### config.mk
export PLATFORM = sky130hd
export DESIGN_NAME = d4_lift_stage
export DESIGN_NICKNAME = d
export VERILOG_FILES = /design/src/rtl/d4l_pkg.sv /design/src/rtl/d4l_predict.sv /design/src/rtl/d4l_update.sv /design/src/rtl/d4l_finish.sv /design/src/rtl/d4_lift_stage.sv
export SDC_FILE = /design/constraint.sdc
export NUM_CORES = 1
export LEC_CHECK = 0
export BUFFER_PORTS_ARGS = -buffer_cell sky130_fd_sc_hd__buf_2
export CORE_MARGIN = 4
export CORE_UTILIZATION = 50
export DETAILED_ROUTE_END_ITERATION = 8
export GPL_ROUTABILITY_DRIVEN = 1
export PLACE_DENSITY = 0.77
export SETUP_SLACK_MARGIN = 0.4
export SLEW_MARGIN = 25
export SYNTH_ARGS = -nofsm -noshare
export SYNTH_HDL_FRONTEND = slang
export SYNTH_SLANG_ARGS = --single-unit
export TNS_END_PERCENT = 1
### constraint.sdc
create_clock -name clk -period 29.2 [get_ports clk]
set_input_delay 1.46 -clock clk [delete_from_list [all_inputs] [get_ports clk]]
set_output_delay 1.46 -clock clk [all_outputs]
set_load 0.01 [all_outputs]
### src/rtl/d4l_pkg.sv
package d4l_pkg;
  // Q2.14 lifting constants
  localparam int D4_FB = 14;
  localparam int D4_KA = -28378;  // -sqrt(3)
  localparam int D4_KB = 7094;    // sqrt(3)/4
  localparam int D4_KC = -1098;   // (sqrt(3)-2)/4

  // constant multiply with round-to-nearest back to integer scale
  function automatic longint rnd_mul(input longint x, input longint k, input int fb);
    longint p;
    p = x * k;
    return (p + (longint'(1) <<< (fb - 1))) >>> fb;
  endfunction

  // saturate to a signed w-bit range
  function automatic longint clip(input longint v, input int w);
    longint hi;
    longint lo;
    hi = (longint'(1) <<< (w - 1)) - 1;
    lo = -(longint'(1) <<< (w - 1));
    if (v > hi) return hi;
    if (v < lo) return lo;
    return v;
  endfunction
endpackage

### src/rtl/d4l_predict.sv
module d4l_predict
  import d4l_pkg::*;
#(
  parameter int DW = 16,
  parameter int FB = D4_FB,
  parameter int KA = D4_KA
) (
  input  logic                 clk,
  input  logic                 rst_n,
  input  logic                 in_valid,
  input  logic                 in_start,
  input  logic signed [DW-1:0] in_even,
  input  logic signed [DW-1:0] in_odd,
  output logic                 a_valid,
  output logic                 a_start,
  output logic signed [DW-1:0] a_even,
  output logic signed [DW-1:0] a_d1
);
  localparam logic signed [DW-1:0] D_HI = {1'b0, {(DW-1){1'b1}}};
  localparam logic signed [DW-1:0] D_LO = {1'b1, {(DW-1){1'b0}}};

  longint pred_sum;
  logic signed [DW-1:0] d1_now;

  always_comb begin
    pred_sum = longint'(in_odd) + rnd_mul(longint'(in_even), longint'(KA), FB);
    d1_now   = DW'(clip(pred_sum, DW));
  end

  always_ff @(posedge clk) begin
    if (!rst_n) begin
      a_valid <= 1'b0;
      a_start <= 1'b0;
      a_even  <= '0;
      a_d1    <= '0;
    end else begin
      a_valid <= in_valid;
      a_start <= in_valid & in_start;
      if (in_valid) begin
        a_even <= in_even;
        a_d1   <= d1_now;
      end
    end
  end

  // predict result pinned at the rails when the wide sum leaves the range
  assert_pred_sat_hi_R7: assert property (@(posedge clk) disable iff (!rst_n)
    (in_valid && pred_sum > longint'(D_HI)) |=> (a_d1 == D_HI));
  assert_pred_sat_lo_R7: assert property (@(posedge clk) disable iff (!rst_n)
    (in_valid && pred_sum < longint'(D_LO)) |=> (a_d1 == D_LO));
endmodule

### src/rtl/d4l_update.sv
module d4l_update
  import d4l_pkg::*;
#(
  parameter int DW = 16,
  parameter int FB = D4_FB,
  parameter int KB = D4_KB,
  parameter int KC = D4_KC
) (
  input  logic                 clk,
  input  logic                 rst_n,
  input  logic                 a_valid,
  input  logic                 a_start,
  input  logic signed [DW-1:0] a_even,
  input  logic signed [DW-1:0] a_d1,
  output logic                 b_valid,
  output logic                 b_start,
  output logic signed [DW-1:0] b_s1,
  output logic signed [DW-1:0] b_d1
);
  logic signed [DW-1:0] d1_hist;   // d1 of the previous pair
  logic signed [DW-1:0] d1_prev;   // delayed term after edge mirroring
  longint upd_sum;
  logic signed [DW-1:0] s1_now;

  always_comb begin
    d1_prev = a_start ? a_d1 : d1_hist;
    upd_sum = longint'(a_even)
            + rnd_mul(longint'(a_d1), longint'(KB), FB)
            + rnd_mul(longint'(d1_prev), longint'(KC), FB);
    s1_now  = DW'(clip(upd_sum, DW));
  end

  always_ff @(posedge clk) begin
    if (!rst_n) begin
      b_valid <= 1'b0;
      b_start <= 1'b0;
      b_s1    <= '0;
      b_d1    <= '0;
      d1_hist <= '0;
    end else begin
      b_valid <= a_valid;
      b_start <= a_valid & a_start;
      if (a_valid) begin
        b_s1    <= s1_now;
        b_d1    <= a_d1;
        d1_hist <= a_d1;
      end
    end
  end

  // on a line start the history register picks up the first pair's d1
  assert_hist_seed_R5: assert property (@(posedge clk) disable iff (!rst_n)
    (a_valid && a_start) |=> (d1_hist == b_d1));
endmodule

### src/rtl/d4l_finish.sv
module d4l_finish
  import d4l_pkg::*;
#(
  parameter int DW = 16
) (
  input  logic                 clk,
  input  logic                 rst_n,
  input  logic                 b_valid,
  input  logic                 b_start,
  input  logic signed [DW-1:0] b_s1,
  input  logic signed [DW-1:0] b_d1,
  output logic                 out_valid,
  output logic                 out_first,
  output logic signed [DW-1:0] out_low,
  output logic signed [DW-1:0] out_high
);
  logic                 hold_v;
  logic                 hold_start;
  logic signed [DW-1:0] hold_s1;
  logic signed [DW-1:0] hold_d1;
  logic signed [DW-1:0] s1_ahead;   // s1[n+1], mirrored at a line edge
  logic signed [DW-1:0] high_now;
  logic                 emit_now;

  always_comb begin
    s1_ahead = b_start ? hold_s1 : b_s1;
    high_now = DW'(clip(longint'(hold_d1) + longint'(s1_ahead), DW));
    emit_now = b_valid & hold_v;
  end

  always_ff @(posedge clk) begin
    if (!rst_n) begin
      hold_v     <= 1'b0;
      hold_start <= 1'b0;
      hold_s1    <= '0;
      hold_d1    <= '0;
      out_valid  <= 1'b0;
      out_first  <= 1'b0;
      out_low    <= '0;
      out_high   <= '0;
    end else begin
      out_valid <= emit_now;
      out_first <= emit_now & hold_start;
      if (emit_now) begin
        out_low  <= hold_s1;
        out_high <= high_now;
      end
      if (b_valid) begin
        hold_v     <= 1'b1;
        hold_start <= b_start;
        hold_s1    <= b_s1;
        hold_d1    <= b_d1;
      end
    end
  end

  // first-of-line flag only rides on a valid output
  assert_first_valid_R10: assert property (@(posedge clk) disable iff (!rst_n)
    out_first |-> out_valid);
  // nothing emitted unless a pair was already held
  assert_needs_hold_R9: assert property (@(posedge clk) disable iff (!rst_n)
    out_valid |-> $past(hold_v));
endmodule

### src/rtl/d4_lift_stage.sv
module d4_lift_stage
  import d4l_pkg::*;
#(
  parameter int DW = 16,
  parameter int FB = D4_FB,
  parameter int KA = D4_KA,
  parameter int KB = D4_KB,
  parameter int KC = D4_KC
) (
  input  logic                 clk,
  input  logic                 rst_n,
  input  logic                 in_valid,
  input  logic                 in_start,
  input  logic signed [DW-1:0] in_even,
  input  logic signed [DW-1:0] in_odd,
  output logic                 out_valid,
  output logic                 out_first,
  output logic signed [DW-1:0] out_low,
  output logic signed [DW-1:0] out_high
);
  logic                 a_valid, a_start, b_valid, b_start;
  logic signed [DW-1:0] a_even, a_d1, b_s1, b_d1;

  d4l_predict #(.DW(DW), .FB(FB), .KA(KA)) u_predict (
    .clk(clk), .rst_n(rst_n), .in_valid(in_valid), .in_start(in_start),
    .in_even(in_even), .in_odd(in_odd),
    .a_valid(a_valid), .a_start(a_start), .a_even(a_even), .a_d1(a_d1));

  d4l_update #(.DW(DW), .FB(FB), .KB(KB), .KC(KC)) u_update (
    .clk(clk), .rst_n(rst_n), .a_valid(a_valid), .a_start(a_start),
    .a_even(a_even), .a_d1(a_d1),
    .b_valid(b_valid), .b_start(b_start), .b_s1(b_s1), .b_d1(b_d1));

  d4l_finish #(.DW(DW)) u_finish (
    .clk(clk), .rst_n(rst_n), .b_valid(b_valid), .b_start(b_start),
    .b_s1(b_s1), .b_d1(b_d1),
    .out_valid(out_valid), .out_first(out_first),
    .out_low(out_low), .out_high(out_high));

  // an output pulse always follows a presented pair by three cycles
  assert_latency_R8: assert property (@(posedge clk) disable iff (!rst_n)
    out_valid |-> $past(in_valid, 3));
  // quiet right after reset release
  assert_reset_quiet_R1: assert property (@(posedge clk) disable iff (!rst_n)
    $rose(rst_n) |-> (!out_valid && !out_first));
endmodule

After elaboration in Yosys (flattened, before gate mapping)
Cells that the tools add are included.
Widths: inputs -> output; s select.
{"block": "classes", "n_mux": 23, "bitwise_logic": 4, "add_sub_neg": 7, "magnitude_cmp": 6, "mul": 3}
{"operator": "$mux 16", "count": 11}
{"operator": "$gt 64x16->1 const B", "count": 1}
{"operator": "$lt 64x16->1 const B", "count": 1}
{"operator": "$gt 51x16->1 const B", "count": 1}
{"operator": "$lt 51x16->1 const B", "count": 1}
{"operator": "$mux 15", "count": 3}
{"operator": "$add 32x15->33 const B", "count": 1}
{"operator": "$add 30x15->31 const B", "count": 1}
{"operator": "$mul 16x15->31 const B", "count": 1}
{"operator": "$add 28x15->29 const B", "count": 1}
{"operator": "$mul 16x13->29 const B", "count": 1}
{"operator": "$mul 16x11->27 const B", "count": 1}
{"operator": "$add 16x19->20", "count": 1}
{"operator": "$add 18x15->19", "count": 1}
{"operator": "$add 16x17->18", "count": 1}
{"operator": "$add 16x16->17", "count": 1}
{"operator": "$gt 17x16->1 const B", "count": 1}
{"operator": "$lt 17x16->1 const B", "count": 1}
{"operator": "$mux 1", "count": 9}
{"operator": "$and 1x1->1", "count": 4}
{"block": "word_totals", "in_bits": 36, "out_inout_bits": 34, "reg_bits": 136}

Depth between registers and ports, before layout
{"block": "logic_depth", "depth_word": 9, "mapped_depth": 40, "depth_no_buf": 36}

Hierarchy
Synthesis repeated with hierarchy kept, for this count alone.
{"block": "hier_totals", "cells_unflattened": 2641, "hier_area_um2": 23125.9}
{"module": "d4l_update", "area_each_um2": 12106.6, "instances": 1, "cells_each": 1376}
{"module": "d4l_predict", "area_each_um2": 7429.6, "instances": 1, "cells_each": 879}
{"module": "d4l_finish", "area_each_um2": 3589.7, "instances": 1, "cells_each": 386}

Least setup slack after synthesis
OpenSTA, ideal clock, no wires.
{"block": "synth_path", "path_kind": "register to register", "startpoint": "register u_predict.a_start", "endpoint": "register u_update.b_s1[10]", "arrival_ns": 9.211, "path_buffers": 4, "t_required_ns": 29.081, "synth_period_minus_slack_ns": 9.331, "path_stages_with_launch": 39, "slack_ns": 19.869, "path_cell_list": "dfxtp_1 -> clkbuf_1 -> clkbuf_1 -> mux2i_1 -> inv_1 -> ha_1 -> inv_1 -> fa_1 -> inv_1 -> fa_1 -> fa_1 -> inv_1 -> fa_1 -> inv_1 -> ha_1 -> a211o_1 -> a21oi_1 -> o21ai_0 -> (+3 left out) -> nor2_1 -> xnor2_1 -> fa_1 -> inv_1 -> ha_1 -> a2111oi_2 -> o21ai_1 -> a31oi_1 -> o21ai_1 -> and2_1 -> o41a_1 -> a31o_2 -> mux2_1 -> o31ai_1 -> and2_1 -> buf_2 -> buf_6 -> a21oi_1"}
{"block": "synth_via", "elab_chain_len": 9}
{"element": "start, declared", "line_no": "d4l_predict.sv:15", "text": "output logic a_start,"}
{"element": "start signal, assigned", "line_no": "d4l_predict.sv:38", "text": "a_start <= in_valid & in_start;"}
{"element": "$mux 16 (*)", "line_no": "d4l_update.sv:26", "text": "d1_prev = a_start ? a_d1 : d1_hist;"}
{"element": "$mul 16x11->27 (*)", "line_no": "d4l_pkg.sv:11", "text": "p = x * k;"}
{"element": "$add 28x15->29 (*)", "line_no": "d4l_pkg.sv:12", "text": "return (p + (longint'(1) <<< (fb - 1))) >>> fb;"}
{"element": "$add 18x15->19 (*)", "line_no": "d4l_update.sv:29", "text": "+ rnd_mul(longint'(d1_prev), longint'(KC), FB);"}
{"element": "$gt 64x16->1 or $lt 64x16->1 (tied branches)", "line_no": "d4l_pkg.sv:21, d4l_pkg.sv:22"}
{"element": "$mux 15 or $mux 1 (tied branches)", "line_no": "d4l_pkg.sv:21, d4l_pkg.sv:22"}
{"element": "$mux 16 or $mux 1 (tied branches)", "line_no": "d4l_pkg.sv:22", "text": "if (v < lo) return lo;"}
{"element": "$mux 16", "line_no": "d4l_pkg.sv:23", "text": "return v;"}
{"element": "$mux 16 (*)", "line_no": "d4l_pkg.sv:22"}
{"element": "end signal, assigned", "line_no": "d4l_update.sv:44", "text": "b_s1 <= s1_now;"}
{"element": "end, declared", "line_no": "d4l_update.sv:17", "text": "output logic signed [DW-1:0] b_s1,"}
Mark *: on every way between the ends. The rest lies on a longest branch, timed or not. The select of a mux whose other input is x is not followed.
A chain may end at the register's enable or synchronous reset.

Worst setup path in the final report
{"block": "layout_path", "startpoint": "register u_predict.a_start", "endpoint": "register u_update.b_s1[4]"}
The elaborated chain is that of the path after synthesis.

==> qor.csv <==
stage,metric,value,unit
setup_path,r2r_slack,18.85,ns
clock_tree,hold_buffers,0,
sta,finalMaxSlewViolations,0,
sta,fmax,0.09662,GHz
sta,finalCriticalPeriod,10.35,ns
hold_path,hold_depth,2,
synth,ys_top_cells_by_count,"inv_1 (557), ha_1 (346), fa_1 (251)",
finish,multi_input_area,17230,um^2
placed_design,dp.cells,3133,
clock_tree,cts_buffer_depth,2,
global_route,grt_use_total,22.47,%
hold_path,hold-path-endpoint,u_finish.out_low[3],
drt,wirelength,52640,um
setup_path,reg2reg_depth,35,
setup_path,critPathKind,reg2reg,
placed_design,dp_slack,18.94,ns
sta,fin_worst_skew,0.01218,ns
global_route,grt-ovfl-total,0,
floorplan,die_w,219.2,um
clock_tree,post_cts_resized,0,
sta,tns,0,ns
hold_path,holdCritStartpoint,u_finish.out_low[3],
setup_path,r2r-start,u_predict.a_start,
clock_tree,cts_sinks,136,
synth,synth_top_area_cell,fa_1,
synth,synth-xor-area-share,6.435,%
sta,rsz0062_at_grt,false,
synth,synth_cells,2532,
drt,drc,0,
synth,yosysMostFrequentCell,inv_1,
setup_path,crit_slowest_cell,dfxtp_1,
drt,drt_iter0_drc,981,
floorplan,start_util,50.54,%
synth,ys.flop_type,dfxtp_1,
clock_tree,post_cts_buffers,0,
run,cap_violations,0,
finish,fin_cells,3165,
sta,tightest_slew,0.9842,ns
synth,synth-seq-cells,136,
synth,yosys.area_share.simple,10.89,%
clock_tree,cts_buffers,17,
setup_path,cp_data_arrival_time,10.64,ns
setup_path,worst_path_most_repeated_cell,inv_1,
finish,utilization,53.95,%
global_route,grt_first_pass_wirelength,87880,um
clock_tree,ctsHtreeMaxLevel,4,
synth,yosysWarnings,0,
finish,seq_area,2724,um^2
finish,fillers,3951,
setup_path,required,29.49,ns
synth,synth-compound-area-share,12.34,%
setup_path,crit_path_max_fanout,17,
sta,fin_ws,18.85,ns
floorplan,io_pins,70,
synth,synthAdderAreaFrac,42.57,%
clock_tree,cts_tree,done,
sta,fin_crit_sh,35.45,%
synth,avgSynthCellArea,8.808,um^2
global_route,grt_max_degree,92,
synth,synth_top_family_by_area,adder cells,
finish,nets,3193,
setup_path,worst_setup_path_start_kind,flop,
drt,num_vias,17078,
drt,drtPass1Iterations,5,
setup_path,cpPeakStageDelay,0.97,ns
floorplan,dieArea,48050,um^2
clock_tree,cts-root-buf,clkbuf_16,
sta,hold_viol_final,0,
placed_design,portBuffers,69,
synth,ys_types,90,
global_route,first_global_vias,17829,
finish,n_antenna_cell,0,
synth,synth_edf_count,0,
floorplan,rows,77,
clock_tree,clk_pin_slew,0.07,ns
finish,area_growth,6.738,%
drt,drt-wirelength-per-cell,16.63,um
synth,async_flop_share,0,%
drt,final_antenna_net_count,0,
finish,final_layout_size_suffix_gt1_share,6.413,%
placed_design,place_congestion,0.9462,
global_route,antenna_found_initial,0,
floorplan,fp.coreArea,44120,um^2
synth,synth-seq-area-share,12.21,%
synth,synth_top_cell_area_share,22.53,%
setup_path,end_kind,flop,
placed_design,dp_hpwl,43930,um
outcome,status,"finished, final reports clean",
clock_tree,worst_skew_pair.late_latency,0.44,ns
synth,synth.cell_area,22300,um^2
drt,routed_via_density,5.396,
synth,ys_top_cells_by_area,"fa_1 (23%), ha_1 (19%), dfxtp_1 (12%)",
synth,syn_nets,3165,
floorplan,fp.dieH,219.2,um
setup_path,r2r-end,u_update.b_s1[4],
sta,maxSlewHeadroom,34.30,%
synth,synthMuxAreaShare,4.999,%
sta,setup_viol,0,
hold_path,min_path_type,reg2reg,
critical path, delay by kind of cell, from the launching register on:
| kind | cells | cell delay [ns] |
|---|---|---|
| fa+ha+maj | 8 | 3.71 |
| compound gates | 9 | 2.23 |
| simple gates | 8 | 1.88 |
| flops | 1 | 0.97 |
| mux | 2 | 0.64 |
| buf+inv | 6 | 0.41 |
| xor+xnor | 2 | 0.37 |
sequential cells by signal, indices dropped and copies added (netlist names), 16 cells and up:
name and count:
u_finish.out_low 16, u_predict.a_d1 16, u_finish.hold_s1 16, u_update.b_s1 16, u_finish.out_high 16, u_update.b_d1 16, u_finish.hold_d1 16, u_predict.a_even 16
cell usage in the layout, fill, tap and decap left out, types with 7 or more instances in the layout:
cell       Yosys  layout
nor3_1        29      29
o21a_1        17      17
mux2i_1       90      90
dfxtp_1      136     135
nand2_1      121     121
or2_2          7       7
nor2b_1       75      75
and2_1        20      20
xnor2_1      106     105
a31oi_1       11      11
a31o_2         9       9
maj3_1        14      14
buf_2          6      69
or3_1         13      13
nand3_1       29      29
inv_1        557     557
clkbuf_16      0      17
a211oi_1      10      10
nand2b_1      19      19
nor4_1         8       8
o21ai_0       94      94
a211o_1        9       9
nor2_1        86      86
ha_1         346     346
o211ai_1       8       8
fa_1         251     251
nand3b_1       9       9
nand4_1       15      15
a21oi_1      135     135
mux2_2        18      18
and3_1        16      16
xor2_1        56      56
a21boi_0      21      21
a21o_1        33      33
per-layer routing:
metal	track usage, %	vias up	wire [um]
met1	27.69	8280	22230
met2	41.05	392	26640
met3	2.935	89	2268
met4	6.467	0	1495
met5	0	-	0
li1	-	8317	-
cell families after synthesis:
kind of cell | after synthesis
flip-flops | 136
AO/OA/AOI/OAI | 420
multiplexers | 109
XOR/XNOR | 163
buffers and inverters | 623
AND/OR/NAND/NOR | 470
adder cells (fa/ha/maj) | 611
worst max-delay path by stage:
stage                 startpoint                  to  depth (start not counted)
2_1_floorplan  u_predict.a_start   u_update.b_s1[10]                         38
3_3_place_gp         in_even[15]  u_predict.a_d1[12]                         31
5_1_grt        u_predict.a_start    u_update.b_s1[0]                         35
4_1_cts        u_predict.a_start    u_update.b_s1[4]                         35
3_5_place_dp         in_even[15]   u_predict.a_d1[5]                         31
6_report       u_predict.a_start    u_update.b_s1[4]                         35
through the flow:
stage | cell area, um^2 | hold WS [ns]
final | 23800 | 0.4709
after global routing | 23800 | 0.4893
after CTS | 23800 | 0.4715
after detailed placement | 23170 | 0.4615
after global placement | 23170 | 0.4540
after floorplan | 22300 | 0.4291
area by class of cell:
| type | instances | area share (%) |
|---|---|---|
| well taps | 592 | 3.112 |
| multi-input cells | 1773 | 72.39 |
| repair buffers | 74 | 1.608 |
| flip-flops and latches | 136 | 11.44 |
| clock buffers | 17 | 1.787 |
| clock inverters | 15 | 0.8568 |
| inverters | 558 | 8.799 |
Power is left out: the tool's default activity adds up to more than one toggle a clock period on the data nets, which glitch-free logic cannot reach.
